<file path="config.mk">
export PLATFORM = sky130hd
export DESIGN_NAME = lwin_route_dec
export DESIGN_NICKNAME = d
export VERILOG_FILES = /design/src/rtl/lwin_pkg.sv /design/src/rtl/lwin_cfg_regs.sv /design/src/rtl/lwin_seg_lookup.sv /design/src/rtl/lwin_smram_ovl.sv /design/src/rtl/lwin_route_dec.sv
export SDC_FILE = /design/constraint.sdc
export NUM_CORES = 1
export LEC_CHECK = 0
export ABC_AREA = 1
export BUFFER_PORTS_ARGS = -buffer_cell sky130_fd_sc_hd__buf_4
export CAP_MARGIN = 20
export CORE_UTILIZATION = 54
export CTS_BUF_LIST = sky130_fd_sc_hd__clkbuf_4 sky130_fd_sc_hd__clkbuf_8
export DETAILED_ROUTE_END_ITERATION = 16
export PLACE_DENSITY = 0.79
export SKIP_CTS_REPAIR_TIMING = 1
export SYNTH_ARGS = -nofsm -noshare
export SYNTH_HDL_FRONTEND = slang
export SYNTH_SLANG_ARGS = --single-unit
</file>
<file path="constraint.sdc">
create_clock -name clk -period 2.6 [get_ports clk]
set_clock_uncertainty 0.1 [all_clocks]
set_input_delay 0 -clock clk [delete_from_list [all_inputs] [get_ports clk]]
set_output_delay 0 -clock clk [all_outputs]
set_load 0.03 [all_outputs]
</file>
<file path="src/rtl/lwin_pkg.sv">
package lwin_pkg;
    typedef enum logic [1:0] {
        RT_DRAM    = 2'd0,
        RT_DROP    = 2'd1,
        RT_XBUS    = 2'd2,
        RT_OUTSIDE = 2'd3
    } route_e;

    localparam int unsigned NUM_SEG    = 14;
    localparam int unsigned ATTR_BYTES = (NUM_SEG + 1) / 2;
    localparam int unsigned CTRL_BYTES = 4;
endpackage

</file>
<file path="src/rtl/lwin_cfg_regs.sv">
module lwin_cfg_regs
    import lwin_pkg::*;
#(
    parameter logic [7:0]  ATTR_OFS  = 8'h61,
    parameter logic [7:0]  CTRL_OFS  = 8'h6C,
    parameter logic [31:0] CTRL_RST  = 32'h0000_000A
) (
    input  logic                      clk,
    input  logic                      rst_n,
    input  logic                      cfg_we,
    input  logic [7:0]                cfg_addr,
    input  logic [7:0]                cfg_wdata,
    output logic [ATTR_BYTES*8-1:0]   attr_flat,
    output logic [CTRL_BYTES*8-1:0]   ctrl_word
);
    logic [7:0] attr_r [ATTR_BYTES];
    logic [7:0] ctrl_r [CTRL_BYTES];

    for (genvar g = 0; g < ATTR_BYTES; g++) begin : g_attr
        localparam logic [7:0] OFS_G = 8'(ATTR_OFS + g);
        always_ff @(posedge clk or negedge rst_n) begin
            if (!rst_n)
                attr_r[g] <= 8'h00;
            else if (cfg_we && cfg_addr == OFS_G)
                attr_r[g] <= cfg_wdata;
        end
        assign attr_flat[g*8 +: 8] = attr_r[g];
    end

    for (genvar b = 0; b < CTRL_BYTES; b++) begin : g_ctrl
        localparam logic [7:0] OFS_B = 8'(CTRL_OFS + b);
        always_ff @(posedge clk or negedge rst_n) begin
            if (!rst_n)
                ctrl_r[b] <= CTRL_RST[b*8 +: 8];
            else if (cfg_we && cfg_addr == OFS_B)
                ctrl_r[b] <= cfg_wdata;
        end
        assign ctrl_word[b*8 +: 8] = ctrl_r[b];
    end
endmodule

</file>
<file path="src/rtl/lwin_seg_lookup.sv">
module lwin_seg_lookup
    import lwin_pkg::*;
#(
    parameter int unsigned ADDR_W = 32
) (
    input  logic [ADDR_W-1:0]        addr,
    input  logic [ATTR_BYTES*8-1:0]  attr_flat,
    output logic                     in_win,
    output logic [1:0]               seg_attr
);
    localparam logic [ADDR_W-1:0] WIN_LO   = ADDR_W'(32'h000A_0000);
    localparam logic [ADDR_W-1:0] WIN_HI   = ADDR_W'(32'h0010_0000);
    localparam logic [19:0]       FINE_LO  = 20'hC0000;
    localparam logic [19:0]       FINE_HI  = 20'hF0000;
    localparam int unsigned       FINE_SH  = 14;
    localparam logic [3:0]        LAST_SEG = 4'(NUM_SEG - 1);

    logic [3:0] seg_idx;
    logic [7:0] attr_byte;

    assign in_win = (addr >= WIN_LO) && (addr < WIN_HI);

    always_comb begin
        if (addr[19:0] < FINE_LO)
            seg_idx = 4'd0;
        else if (addr[19:0] >= FINE_HI)
            seg_idx = LAST_SEG;
        else
            seg_idx = 4'd1 + addr[FINE_SH+3:FINE_SH];
    end

    always_comb begin
        attr_byte = attr_flat[seg_idx[3:1]*8 +: 8];
        seg_attr  = seg_idx[0] ? attr_byte[5:4] : attr_byte[1:0];
    end
endmodule

</file>
<file path="src/rtl/lwin_smram_ovl.sv">
module lwin_smram_ovl #(
    parameter int unsigned ADDR_W = 32
) (
    input  logic [31:0]        ctrl_word,
    input  logic               smm_active,
    input  logic [ADDR_W-1:0]  addr,
    output logic               ovl_hit
);
    localparam int unsigned CW = (ADDR_W > 33) ? ADDR_W : 33;
    localparam logic [CW-1:0] LEGAL_LO = CW'(32'h000A_0000);
    localparam logic [CW-1:0] LEGAL_HI = CW'(32'h0010_0000);

    logic [CW-1:0] base_x, size_x, end_x, addr_x;
    logic          ovl_on, ovl_legal;

    always_comb begin
        base_x    = CW'({ctrl_word[15:0], 16'h0000});
        size_x    = CW'({1'b0, ctrl_word[23:20]} + 5'd1) << 16;
        end_x     = base_x + size_x;
        addr_x    = CW'(addr);
        ovl_on    = (ctrl_word[31] && smm_active) || ctrl_word[26];
        ovl_legal = (base_x >= LEGAL_LO) && (end_x <= LEGAL_HI);
        ovl_hit   = ovl_on && ovl_legal && (addr_x >= base_x) && (addr_x < end_x);
    end
endmodule

</file>
<file path="src/rtl/lwin_route_dec.sv">
module lwin_route_dec
    import lwin_pkg::*;
#(
    parameter int unsigned ADDR_W = 32
) (
    input  logic              clk,
    input  logic              rst_n,
    input  logic              cfg_we,
    input  logic [7:0]        cfg_addr,
    input  logic [7:0]        cfg_wdata,
    input  logic              smm_active,
    input  logic              acc_valid,
    input  logic [ADDR_W-1:0] acc_addr,
    input  logic              acc_write,
    output logic              rt_valid,
    output logic [1:0]        rt_route
);
    logic [ATTR_BYTES*8-1:0] attr_flat;
    logic [31:0]             ctrl_word;
    logic                    win_hit;
    logic [1:0]              seg_attr;
    logic                    ovl_hit;
    route_e                  route_d;

    lwin_cfg_regs u_regs (
        .clk       (clk),
        .rst_n     (rst_n),
        .cfg_we    (cfg_we),
        .cfg_addr  (cfg_addr),
        .cfg_wdata (cfg_wdata),
        .attr_flat (attr_flat),
        .ctrl_word (ctrl_word)
    );

    lwin_seg_lookup #(.ADDR_W(ADDR_W)) u_seg (
        .addr      (acc_addr),
        .attr_flat (attr_flat),
        .in_win    (win_hit),
        .seg_attr  (seg_attr)
    );

    lwin_smram_ovl #(.ADDR_W(ADDR_W)) u_ovl (
        .ctrl_word  (ctrl_word),
        .smm_active (smm_active),
        .addr       (acc_addr),
        .ovl_hit    (ovl_hit)
    );

    always_comb begin
        if (!win_hit)
            route_d = RT_OUTSIDE;
        else if (ovl_hit)
            route_d = RT_DRAM;
        else begin
            unique case (seg_attr)
                2'd3:    route_d = RT_DRAM;
                2'd2:    route_d = acc_write ? RT_DROP : RT_DRAM;
                default: route_d = RT_XBUS;
            endcase
        end
    end

    always_ff @(posedge clk or negedge rst_n) begin
        if (!rst_n) begin
            rt_valid <= 1'b0;
            rt_route <= RT_XBUS;
        end else begin
            rt_valid <= acc_valid;
            if (acc_valid)
                rt_route <= route_d;
        end
    end
endmodule

</file>
==> flow_metrics.tcl, run 1 <==
set metrics [dict create \
    critical_path_required_ns 2.75 \
    worst_pin_slew_ns 0.677 \
    avgViaCountPerCell 5.54 \
    power.total_mw 1.89 \
    core_mm2 0.00729 \
    fill_cells 616 \
    use_met1_pct 38.1 \
    intPower_mw 1.28 \
    startpoint_type "flop" \
    cts_sinks 53 \
    firstDrtPassIters 6 \
    vias 4382 \
    syn_area_mm2 0.00409 \
    h-tree-depth 2 \
    synth_top_area_share_pct 30.6 \
    area_growth_pct 27.8 \
    grt_first_pass_wirelength_um 17100 \
    use_met3_pct 3.88 \
    sw_frac_of_total_pct 32.5 \
    timing.setup.tns_ns -1.20 \
    cp_slowest_cell "dfrtp_2" \
    dp_hpwl_um 8380 \
    path_buf_inv 2 \
    cts_root_buffer "clkbuf_8" \
    die_w_um 89.0 \
    synthTopCellsByArea "dfrtp_1, nand2_1, ha_1" \
    drv_cap 0 \
    path_class "flop to flop" \
    wl_per_cell_um 14.6 \
    ys.flop_type "dfrtp_1" \
    cts.reportedPaths.clkPinSlew_ns 0.10 \
    cts_made_buffers 5 \
    hp-class "primary input to flop" \
    drt_iter0_drc 367 \
    globalRouteOverflowTotal 0 \
    finalSetupViolCount 2 \
    gp_congestion 0.894 \
    reg2reg_from "u_regs.ctrl_word[22]" \
    whs_endpoint "rt_route[0]" \
    routed_wl_um 11600 \
    p_switching_uw 615 \
    cp_data_arrival_time_ns 3.36 \
    avgSynthCellArea_um2 6.84 \
    status "finished, violations left" \
    drive_gt1_share_pct 24.0 \
    grt_pass1_vias 3786 \
    fin_nets 784 \
    clockBufferDepth 2 \
    drv_slew 0 \
    boundaryPins 57 \
    grt-busiest-layer "met2" \
    ant_nets 0 \
    hold_viol_final 0 \
    rr_endpoint "rt_route[1]" \
    post-route-period-util_pct 123 \
    hp-start "acc_addr[25]" \
    worst_path_largest_cell_delay_ns 0.45 \
    grt_max_degree 54 \
    cp_common_cell "nand2_1" \
    pwr-share-seq_pct 47.5 \
    ys_ff_latch 53 \
    cp_top_family "simple AND/OR/NAND/NOR gates" \
    power_leakage_nw 2.60 \
    synth_edf_count 0 \
    syn_nets 691 \
    ys_types 36 \
    worst_slack_ns -0.606 \
    num_rows 31 \
    antenna_found_initial 0 \
    max_clock_freq_mhz 312 \
    fin_crit_ns 3.21 \
    drcViolationCount 0 \
    regToRegSetupSlack_ns -0.61 \
    reg2reg_depth 24 \
    p_per_area_mw_per_mm2 362 \
    vdd_drop_max_mv 0.366 \
    grtUsageTotal_pct 28.2 \
    n_antenna_cell 0 \
    slew_headroom_pct 54.8 \
    rsz0062_at_grt "true" \
    insertion_delay_ns 0.32 \
    cts_tree "built" \
    start_util_pct 56.1 \
    die_area_mm2 0.00793 \
    worst_hold_path.num_cells 4 \
    async_reset_ff_share_pct 100 \
    violations "setup timing" \
    use_met2_pct 46.9 \
    worstPathCellList "nand3_2, xor2_1, ha_2, nand2_2, nor2_1, nand2_1, nand3_4, buf_6, nand2_2, nand2_2, inv_2, ha_4, nand2_4, nor2_4, nand2_1, nand3_2, nand2_1, nand2_1, nand2_1, nand3_1, nand2_1, nand2_1, o21bai_1, a21oi_1" \
    yosys_warnings 0 \
    combPwrFrac_pct 25.8 \
    port_buffers 56 \
    worstPathMaxFanout 6 \
    ys_seq_area_share_pct 32.5 \
    pwr-share-clk_pct 26.7 \
    worstSetupEndpointType "flop" \
    syn_inst 598 \
    yosysTopAreaCell "dfrtp_1" \
    die_y_um 89.0 \
]
## layout by cell type, fill, tap and decap left out, drive strengths merged
cell type,n
nand2,174
inv,97
buf,84
nand3,69
o21ai,56
nor2,55
dfrtp,50
ha,38
a21oi,16
nand4,9
nor3,7
dlygate4sd3,6
clkbuf,5
xor2,5
or2,3
dfstp,3
nor4,3
and3,2
o21bai,2
clkinv,2
xnor2,1
o21a,1
and2,1
a21o,1
o211ai,1
fa,1
## Yosys cell counts (4+ instances only)
cell and n:
nand2_1 169, xor2_1 5, dfrtp_1 50, nor3_1 7, a21oi_1 15, o21ai_0 55
nand4_1 9, ha_1 38, nand2_2 4, inv_1 93, nand3_1 67, nor2_1 50
## how the worst max path moves through the flow
stage	start	end	slack, ns	depth (start not counted)
finish	u_regs.ctrl_word[22]	rt_route[1]	-0.61	24
CTS	u_regs.ctrl_word[21]	rt_route[0]	-0.64	21
floorplan	u_regs.ctrl_word[20]	rt_route[0]	-0.23	21
global placement	u_regs.ctrl_word[20]	rt_route[0]	-0.43	21
global route	u_regs.ctrl_word[22]	rt_route[1]	-0.75	24
detailed placement	u_regs.ctrl_word[21]	rt_route[0]	-0.60	21
## flip-flops by register name, indices dropped and copies added (netlist names)
signal            flops
rt_route              2
u_regs.ctrl_word     22
rt_valid              1
u_regs.attr_flat     28
## per-stage QoR
stage	instance area (um2)	worst slack, ns	hold WS, ns	cells	utilization (%)
3_3_place_gp	4790	-0.427	-0.0309	772	65.7
3_5_place_dp	4790	-0.596	-0.0273	772	65.7
6_report	5230	-0.606	0.0231	791	71.7
2_1_floorplan	4100	-0.229	-0.396	598	-
5_1_grt	5230	-0.753	0.0346	791	71.7
4_1_cts	4890	-0.640	-0.374	780	67.0
## power by group through the flow
| stage | clock network (mW) | registers (mW) | logic, mW |
|---|---|---|---|
| detailed placement | 0 | 0.908 | 0.435 |
| floorplan | 0 | 0.903 | 0.247 |
| global placement | 0 | 0.907 | 0.418 |
| global route | 0.556 | 0.902 | 0.550 |
| CTS | 0.515 | 0.892 | 0.437 |
| finish | 0.505 | 0.898 | 0.489 |
## worst register-to-register path, cell delays in order, from the launching register on
cell and delay [ns]:
dfrtp_2 0.45, nand3_2 0.10, xor2_1 0.15, ha_2 0.41, nand2_2 0.11, nor2_1 0.13
nand2_1 0.12, nand3_4 0.13, buf_6 0.11, nand2_2 0.04, nand2_2 0.08, inv_2 0.05
ha_4 0.26, nand2_4 0.05, nor2_4 0.12, nand2_1 0.09, nand3_2 0.09, nand2_1 0.05
nand2_1 0.06, nand2_1 0.05, nand3_1 0.06, nand2_1 0.05, nand2_1 0.07, o21bai_1 0.09
a21oi_1 0.13
## kinds of logic (layout without fill, tap and decap cells)
| kind of cell | Yosys count | count (layout) | synth area share (%) |
|---|---|---|---|
| flops | 53 | 53 | 32.5 |
| simple gates | 323 | 323 | 34.9 |
| buf+inv | 100 | 194 | 9.39 |
| fa+ha+maj | 39 | 39 | 12.1 |
| compound gates | 77 | 77 | 9.82 |
| xor+xnor | 6 | 6 | 1.28 |
## final cells by class
type | instances | area, um2 | share of cell area, %
clock buffer | 5 | 68.8 | 1.32
clock inverter | 3 | 28.8 | 0.550
multi-input combinational | 445 | 2620 | 50.0
inverter | 96 | 360 | 6.89
tap | 99 | 124 | 2.37
timing repair buffer | 90 | 698 | 13.3
sequential | 53 | 1330 | 25.5
## layer usage
layer | part of all wire [%] | vias up | wire length (um)
met5 | 0 | - | 0
met4 | 2.9 | 0 | 333
met3 | 6.3 | 34 | 731
met2 | 46 | 200 | 5310
met1 | 45 | 2036 | 5200
li1 | - | 2112 | -
(Power assumes the default switching activity.)
==> run 2, diff against run 1 <==
- CORE_UTILIZATION: 54 -> 57
- PLACE_DENSITY: 0.79 -> default
- PLACE_DENSITY_LB_ADDON: default -> 0.3
- SYNTH_HIERARCHICAL: default -> 1
==> run 2 against run 1 <==
The flow still finishes with violations (setup timing); global-route usage is 1.9 points higher; flip-flop and latch count stayed put; core utilization increased by 1.9 points; critical endpoint is now rt_route[0]; worst setup slack got worse by 0.14 ns.
==> flow_metrics.tcl, run 2 <==
set metrics [dict create \
    status "finished, violations left" \
    violations "setup timing" \
    timing.setup.tns_ns -1.48 \
    grt_max_degree 54 \
    die_y_um 91.5 \
    dp_slack_ns -0.722 \
    drv_cap 0 \
    drive_gt1_share_pct 25.3 \
    num_rows 32 \
    path_buf_inv 1 \
    die_area_mm2 0.00837 \
    wl_met2_um 5720 \
    wl_per_cell_um 14.4 \
    ant_nets 0 \
    worst_pin_slew_ns 0.938 \
    routed_wl_um 12500 \
    post-route-period-util_pct 129 \
    boundaryPins 57 \
    fill_cells 610 \
    cp_top_family "simple AND/OR/NAND/NOR gates" \
    die_w_um 91.5 \
    rsz0062_at_grt "true" \
    start_util_pct 59.1 \
    cp_slowest_cell "dfrtp_1" \
    worstSetupEndpointType "flop" \
    finalSetupViolCount 2 \
    area_growth_pct 24.6 \
    h-tree-depth 2 \
    globalRouteOverflowTotal 0 \
    avgSynthCellArea_um2 6.74 \
    wl_met1_um 5700 \
    cts_made_buffers 5 \
    fin_crit_ns 3.35 \
    fin_nets 855 \
    cp_common_cell "nand2_2" \
    worst_path_largest_cell_delay_ns 0.40 \
    grtUsageTotal_pct 30.1 \
    core_mm2 0.00773 \
    vdd_drop_max_mv 0.264 \
    final_area_mm2 0.00569 \
    cts_sinks 53 \
    worstPathCellList "ha_2, xor2_1, ha_1, buf_6, nand2_2, nor2_2, nand2_2, nand3_4, nand3_1, nand2_2, ha_4, a21o_1, nor2_1, nand3_2, nand2_2, nand2_2, nand2_1, nand3_1, nand2_1, nand2_2, nor2_4, nor2_1, nand2_1, a21oi_2" \
    drv_slew 0 \
    path_class "flop to flop" \
    firstDrtPassIters 7 \
    worstPathMaxFanout 5 \
    syn_area_mm2 0.00457 \
    hold_viol_final 0 \
    syn_nets 770 \
    drcViolationCount 0 \
    final_cell_mix "nand2_1, nand3_1, buf_4" \
    port_buffers 56 \
    power.total_mw 1.93 \
    clockBufferDepth 2 \
    seq_area_mm2 0.00133 \
    dpl-instance-area_mm2 0.00524 \
    largest_reg_flops 28 \
    insertion_delay_ns 0.32 \
    grt_first_pass_wirelength_um 20200 \
    dp_hpwl_um 9430 \
    slew_headroom_pct 37.2 \
    multiInputGateArea_mm2 0.00293 \
    max_clock_freq_mhz 299 \
    critical_path_required_ns 2.73 \
    p_per_area_mw_per_mm2 339 \
    dr.max_layer_used "met4" \
    hp-class "primary input to flop" \
    antenna_found_initial 0 \
    startpoint_type "flop" \
    grt_pass1_vias 4416 \
    gp_congestion 0.898 \
    layout_commonest_cell "nand2_1" \
    worst_slack_ns -0.749 \
    cp_data_arrival_time_ns 3.48 \
    yosys_warnings 6 \
    fin_hold_ws_ns 0.0220 \
    drt_iter0_drc 261 \
    syn_inst 677 \
    cts_root_buffer "clkbuf_8" \
    n_antenna_cell 0 \
    avgViaCountPerCell 5.41 \
    power_leakage_nw 2.92 \
    route.met3.wl_um 798 \
    vias 4681 \
    cts_tree "built" \
    cts.reportedPaths.clkPinSlew_ns 0.11 \
]
==> run 2: worst reg2reg max path: cells and delay by family, from the launching register on <==
family                   cells  cell delay (ns)
AND/OR/NAND/NOR             17             1.45
adder cells (fa/ha/maj)      3             0.80
flip-flops                   1             0.40
AO/OA/AOI/OAI                2             0.22
XOR/XNOR                     1             0.16
buffers and inverters        1             0.13
==> run 2: routing by layer <==
metal / vias to the layer above / GRT usage (%)
li1: 2343 / -
met1: 2133 / 41.4
met2: 185 / 48.5
met3: 20 / 4.61
met4: 0 / 9.79
met5: - / 0
==> run 2: through the flow <==
step / instances / utilization, %
2_1_floorplan: 677 / -
3_3_place_gp: 841 / 67.8
3_5_place_dp: 841 / 67.8
4_1_cts: 849 / 69.0
5_1_grt: 865 / 73.6
6_report: 865 / 73.6
==> run 2: layout make-up <==
class / instances / area share (%)
multi-input combinational: 500 / 51.6
sequential: 53 / 23.4
timing repair buffer: 108 / 15.0
inverter: 94 / 6.20
tap: 102 / 2.24
clock buffer: 6 / 1.34
clock inverter: 2 / 0.242
==> run 2: path summary, 6_finish.rpt <==
path,startpoint,end,slack (ns),depth (start not counted)
setup / recovery,u_regs/ctrl_word[20],rt_route[0],-0.75,24
hold / removal,cfg_addr[2],u_regs/attr_flat[21],0.02,5
setup reg to reg,u_regs/ctrl_word[20],rt_route[0],-0.75,24
hold reg to reg,u_regs/attr_flat[8],u_regs/attr_flat[8],0.38,2
max in group asynchronous,rst_n,u_regs/ctrl_word[4],1.79,2
min in group asynchronous,rst_n,rt_route[0],0.14,2
==> run 2: power breakdown <==
part           total (mW)  internal [mW]  leakage, nW  switching, mW
clock network       0.487          0.203       0.0490          0.284
registers           0.894          0.863        0.714         0.0311
logic               0.546          0.236         2.16          0.310
==> run 3, diff against run 2 <==
- ABC_AREA: 1 -> default
- CORE_UTILIZATION: 57 -> 56
==> run 3 against run 2 <==
The run still ends with setup timing left; sequential power fell by 0.6%; critical path type unchanged; critical path depth shrank 7; flip-flop and latch count did not move; die area shrank 8.9%; core utilization increased by 0.83 points; design area fell by 9.6%; cell count down 33%; global-route usage down 3.0 points; clock-buffer cell count did not move; sequential share of layout area increased by 2.5 points.
==> flow_metrics.tcl, run 3 <==
set metrics [dict create \
    status "finished, violations left" \
    violations "setup timing" \
    final_cell_mix "buf_4, dfrtp_1, mux2_2" \
    insertion_delay_ns 0.31 \
    drv_slew 0 \
    hp-class "primary input to flop" \
    worstPathMaxFanout 3 \
    num_rows 30 \
    vias 3444 \
    grt_pass1_vias 3296 \
    rsz0062_at_grt "true" \
    drt_iter0_drc 207 \
    syn_nets 475 \
    layout_commonest_cell "buf_4" \
    start_util_pct 59.0 \
    p_per_area_mw_per_mm2 377 \
    fin_nets 577 \
    clockBufferDepth 2 \
    cts_sinks 53 \
    fin_hold_ws_ns 0.0195 \
    yosys_warnings 6 \
    worst_pin_slew_ns 0.660 \
    vdd_drop_max_mv 0.682 \
    antenna_found_initial 0 \
    largest_reg_flops 28 \
    core_mm2 0.00691 \
    ant_nets 0 \
    avgSynthCellArea_um2 10.7 \
    firstDrtPassIters 5 \
    timing.setup.tns_ns -2.95 \
    grt_first_pass_wirelength_um 15700 \
    syn_inst 382 \
    startpoint_type "flop" \
    cts_root_buffer "clkbuf_8" \
    grtUsageTotal_pct 27.1 \
    cts_tree "built" \
    power_leakage_nw 2.34 \
    port_buffers 56 \
    reg2reg_depth 17 \
    hold_viol_final 0 \
    drv_cap 0 \
    globalRouteOverflowTotal 0 \
    worstSetupEndpointType "flop" \
    final_cells 581 \
    grt_max_degree 54 \
    die_w_um 87.3 \
    cts.reportedPaths.clkPinSlew_ns 0.09 \
    path_class "flop to flop" \
    gp_congestion 0.921 \
    post-route-period-util_pct 157 \
    syn_area_mm2 0.00408 \
    avgViaCountPerCell 5.93 \
    wl_per_cell_um 17.2 \
    drive_gt1_share_pct 40.0 \
    h-tree-depth 2 \
    cts_made_buffers 5 \
    drcViolationCount 0 \
    slew_headroom_pct 55.8 \
    routed_wl_um 10000 \
    die_area_mm2 0.00762 \
    place_inst 560 \
    worst_hold_path.num_cells 5 \
    fin_crit_ns 4.09 \
    die_y_um 87.3 \
    cp_data_arrival_time_ns 4.18 \
    area_growth_pct 26.1 \
    max_clock_freq_mhz 244 \
    worst_slack_ns -1.49 \
    dp_hpwl_um 7820 \
    boundaryPins 57 \
    finalSetupViolCount 2 \
    critical_path_required_ns 2.68 \
    n_antenna_cell 0 \
]
run 3: cell types whose count changed in the layout (fill, tap and decap cells not counted), sizes merged, moves of 7 or more:
cell   previous run  this run
nand4            26         7
a21oi            18        11
mux2i             0        10
nor4              7        14
nand2           225        13
inv              93        24
mux2              0        52
nor3              4        15
o21ai             4        14
nand3           109         8
nor2             52        12
xnor2             0        12
run 3: final timing paths:
path	startpoint	endpoint	slack [ns]
setup / recovery	u_regs/ctrl_word[20]	rt_route[0]	-1.49
hold / removal	acc_addr[21]	rt_route[0]	0.02
setup reg to reg	u_regs/ctrl_word[20]	rt_route[0]	-1.49
hold reg to reg	u_regs/attr_flat[36]	u_regs/attr_flat[36]	0.41
max in group asynchronous	rst_n	u_regs/ctrl_word[8]	1.80
min in group asynchronous	rst_n	u_regs/attr_flat[25]	0.16
run 3: area by class of cell:
cell class	instances	area (um2)
Tap cell	96	120
Fill cell	514	1770
Inverter	24	90.1
Clock inverter	2	38.8
Sequential cell	53	1330
Clock buffer	6	76.3
Multi-Input combinational cell	288	2620
Timing Repair Buffer	112	868
run 3: power by group:
| part | internal (mW) | switching (mW) |
|---|---|---|
| sequential | 0.863 | 0.0267 |
| combinational | 0.236 | 0.234 |
| clock | 0.302 | 0.277 |
| total | 1.40 | 0.538 |
run 3: metrics by stage:
step	setup WS (ns)	total power [mW]	cell area [um2]	utilization [%]
global route	-1.76	2.03	5140	74.4
floorplan	-1.23	1.15	4100	-
CTS	-1.52	1.92	4970	72.0
finish	-1.49	1.94	5140	74.4
detailed placement	-1.49	1.34	4860	70.4
global placement	-1.34	1.32	4860	70.4
run 3: metal layers:
| metal | vias to the layer above | global-route usage (%) | routed length, um |
|---|---|---|---|
| li1 | 1645 | - | - |
| met1 | 1650 | 39.5 | 4820 |
| met2 | 125 | 40.4 | 4380 |
| met3 | 24 | 4.17 | 571 |
| met4 | 0 | 10.4 | 251 |
| met5 | - | 0 | 0 |
run 3: critical path, stage by stage, from the launching register on:
cell and delay [ns]:
dfrtp_1 0.40, ha_2 0.21, xor2_1 0.16, ha_1 0.33
and3_4 0.17, a2111oi_4 0.45, nor3_2 0.10, xnor2_1 0.21
ha_1 0.27, nand4_1 0.09, a21oi_2 0.06, a2111oi_4 0.37
nor4_2 0.08, o211a_1 0.24, nor4_2 0.25, and4_1 0.26
nand4bb_1 0.13, a31oi_1 0.08
